[src/rtl/ctr_addr_decode.sv]
// Module: ctr_addr_decode
// Maps a CSR address to a counter index and a one-hot selection mask.
// The low window starts at BASE_LO. On a 32-bit core a second window,
// HI_OFFSET above it, aliases the upper counter halves.
// Assumes NUM_CTR is a power of two no larger than 2**ADDR_W.
module ctr_addr_decode #(
    parameter int          ADDR_W    = 12,
    parameter int          NUM_CTR   = 32,
    parameter int          NUM_FIXED = 3,
    parameter logic [11:0] BASE_LO   = 12'hC00,
    parameter logic [11:0] HI_OFFSET = 12'h080,
    localparam int         IDX_W     = $clog2(NUM_CTR)
) (
    input  logic [ADDR_W-1:0]  addr_i,
    input  logic               rv32_i,
    output logic               hit_o,
    output logic               fixed_o,
    output logic [IDX_W-1:0]   idx_o,
    output logic [NUM_CTR-1:0] mask_o
);

    localparam logic [ADDR_W-1:0] LO_BASE = ADDR_W'(BASE_LO);
    localparam logic [ADDR_W-1:0] HI_BASE = ADDR_W'(BASE_LO + HI_OFFSET);
    localparam logic [ADDR_W-1:0] SPAN    = ADDR_W'(NUM_CTR);

    logic [ADDR_W-1:0] lo_off;
    logic [ADDR_W-1:0] hi_off;
    logic              in_lo;
    logic              in_hi;

    // Offsets of the address from both window bases and membership tests.
    always_comb begin
        lo_off = addr_i - LO_BASE;
        hi_off = addr_i - HI_BASE;
        in_lo  = (lo_off < SPAN);
        in_hi  = (hi_off < SPAN) && rv32_i;
    end

    // Index selection; the upper window is used only when it matched.
    always_comb begin
        hit_o   = in_lo || in_hi;
        idx_o   = in_hi ? hi_off[IDX_W-1:0] : lo_off[IDX_W-1:0];
        fixed_o = (int'(idx_o) < NUM_FIXED);
    end

    // One-hot mask, one bit per counter slot.
    for (genvar g = 0; g < NUM_CTR; g++) begin : g_mask
        assign mask_o[g] = hit_o && (idx_o == IDX_W'(g));
    end

    // a hit yields a single selected slot, a miss selects nothing.
    always_comb begin
        p_mask_onehot_r1: assert ($countones(mask_o) == (hit_o ? 1 : 0))
            else $error("decode mask population wrong");
    end

endmodule

[config.mk]
export PLATFORM = sky130hd
export DESIGN_NAME = ctr_addr_decode
export DESIGN_NICKNAME = d
export VERILOG_FILES = /design/src/rtl/ctr_addr_decode.sv
export SDC_FILE = /design/constraint.sdc
export NUM_CORES = 1
export LEC_CHECK = 0
export ABC_AREA = 1
export BUFFER_PORTS_ARGS = -buffer_cell sky130_fd_sc_hd__buf_2
export CAP_MARGIN = 20
export CORE_MARGIN = 3
export CORE_UTILIZATION = 35
export DETAILED_ROUTE_END_ITERATION = 6
export PLACE_DENSITY = 0.79
export SLEW_MARGIN = 10
export SYNTH_ARGS = -nofsm -noshare
export SYNTH_HDL_FRONTEND = slang
export SYNTH_SLANG_ARGS = --single-unit
[constraint.sdc]
create_clock -name vclk -period 2.8
set_input_delay 0.14 -clock vclk [all_inputs]
set_output_delay 0.14 -clock vclk [all_outputs]
set_load 0.01 [all_outputs]
==> reports/metrics.cfg <==
[logic_synthesis]
synth_seq_area_share = 0
synth.cell_area_sq_um = 622
synth.area.mux_share = 0
distinct_cell_type_count_of_the_synthesized_netlist = 14
synth_top_family_by_area = simple AND/OR/NAND/NOR gates
netlist_top_cells_count = nor2_2, nand3_1, nand2_1, inv_2, nor2_1
yosys.cell_count.top_type = nor2_2
synth_warnings = 0
syn_inst = 110
yosysTopAreaCell = nor2_2
synth_compound_area_frac = 0.00805
yosys.area_share.xor_xnor = 0
post_synth_main_area_contributors = nor2_2, nand3_1, nor2_4
mean_syn_cell_area_sq_um = 5.65
syn-num-nets = 124
synth-adder-area-share = 0.0201
synthSimpleGateAreaFrac = 0.755
synth_largest_type_area_fraction = 0.312

[timing]
fin_setup_tns_ps = 0
rsz0062_at_grt = no
layout_min_cycle_time_ps = 2000
timing.final.crit_share = 0.715
report.final.setup_viol = 0
holdWs_ps = 566
hold_viol_final = 0
final_max_slew_viol_count = 0
relative_slew_slack = 0.420
worst_slew_pin_slew_ps = 868
fmax_mhz = 500

[setup_path]
critPathLaunchType = input pin
path_class = in2out
startpoint = addr_i[7]
cp_slowest_stage_delay_ps = 660
critical_path.endpoint_type = output pin
cp_common_cell = nand2_1
cp_slowest_cell = nand3_2
worst_ep_required_time_ps = 2660
cp_cell_sequence = buf_2, inv_1, ha_1, nand2_1, inv_1, nand2_1, nand2_1, nand3_2, nor2_1, buf_2
critical_path_arrival_ps = 1860
critical_path.max_fanout = 33

[min_path]
path_type_of_the_worst_min_delay_path = in2out
timing.hold.worst.start = addr_i[0]

[global_route]
grt.overflow.total = 0
pin_count_of_the_biggest_net_entering_global_routing = 34
grt_pass1_vias = 588
global_route.usage.total = 0.136
antenna_found_initial = 0
global_route_wire_length_before_repair_microns = 2460

[run_status]
run_status = complete, no violations

[cells_and_area]
num-clock-buffers = 0
antenna-diode-count = 0
ff_latch_area_sq_um = 0
postLayoutCellArea_sq_um = 826
postLayoutCoreUtil = 0.518
n_sequential_cell = 0
post_layout_nonfiller_instances = 175
final_nets = 167
area.growth.synth_to_final_pct = 32.8
final_layout_size_suffix_gt1_frac = 0.642
fillers = 171

[pwr]
p_per_area_mw_per_mm2 = 78.7
p_leak_uw = 0.000404
worst_ir_drop_vdd_mv = 0.0493

[routing]
firstDrtPassIters = 4
route.detailed.drc = 0
post_drt_via_cell_ratio = 4.54
drtAntennaViolNets = 0
detail_route.iter0.violations = 9
wirelength_microns = 1670
vias = 794
wire_per_inst_microns = 9.55

[cts]
hold_buffers = 0
post_cts_resized = 0
post_cts_buffers = 0

[floorplan]
initial_utilization = 0.390
placeable_area_sq_mm = 0.00159
placement_rows = 14
design.die.area_sq_mm = 0.00232
chip_height_microns = 48.2
floorplan.die.width_microns = 48.2
io_count = 52

[place]
port_buffers = 52
finalWeightedCongestion = 0.727
place.detailed.instances = 175
dpl-instance-area_sq_um = 826
hpwl_microns = 1350

[job]
maxCapViolCount = 0

worst paths after layout:
kind,endpoint,slack [ps],depth (start not counted)
setup / recovery,mask_o[29],800,10
hold / removal,idx_o[0],570,2
area by class of cell:
| cell class | instances | area, sq um | share of cell area |
|---|---|---|---|
| multi-input cells | 86 | 487 | 0.589 |
| inverters | 13 | 48.8 | 0.0591 |
| well taps | 24 | 30.0 | 0.0364 |
| repair buffers | 52 | 260 | 0.315 |
power breakdown:
| part | switching [uW] | internal, uW |
|---|---|---|
| clock | 0 | 0 |
| sequential | 0 | 0 |
| combinational | 44.6 | 20.4 |
placed cells by master (no fill, tap or decap), drive strengths merged:
cell type and count:
o21ai 1, inv 13, buf 52, nand3 31
ha 1, nand2 10, nor2 42, nor4 1
critical path, delay by kind of cell:
family,cells,cell delay [ps]
adder cells (fa/ha/maj),1,270
buffers and inverters,4,330
AND/OR/NAND/NOR,5,1100
routing by layer:
layer,vias to the layer above,share of wire,GRT usage
met5,-,0,0
met4,0,0,0
met3,0,0.094,0
met2,44,0.45,0.253
met1,324,0.46,0.187
li1,426,-,-
through the flow:
step	power [uW]	worst slack (ps)
2_1_floorplan	46.8	1620
3_3_place_gp	63.0	839
3_5_place_dp	65.1	793
4_1_cts	65.3	785
5_1_grt	73.0	628
6_report	65.0	798
cells by family after synthesis:
family | count (synthesis)
AO/OA/AOI/OAI | 1
adder cells (fa/ha/maj) | 1
buffers and inverters | 24
AND/OR/NAND/NOR | 84
Power figures use the tool's default switching activity.
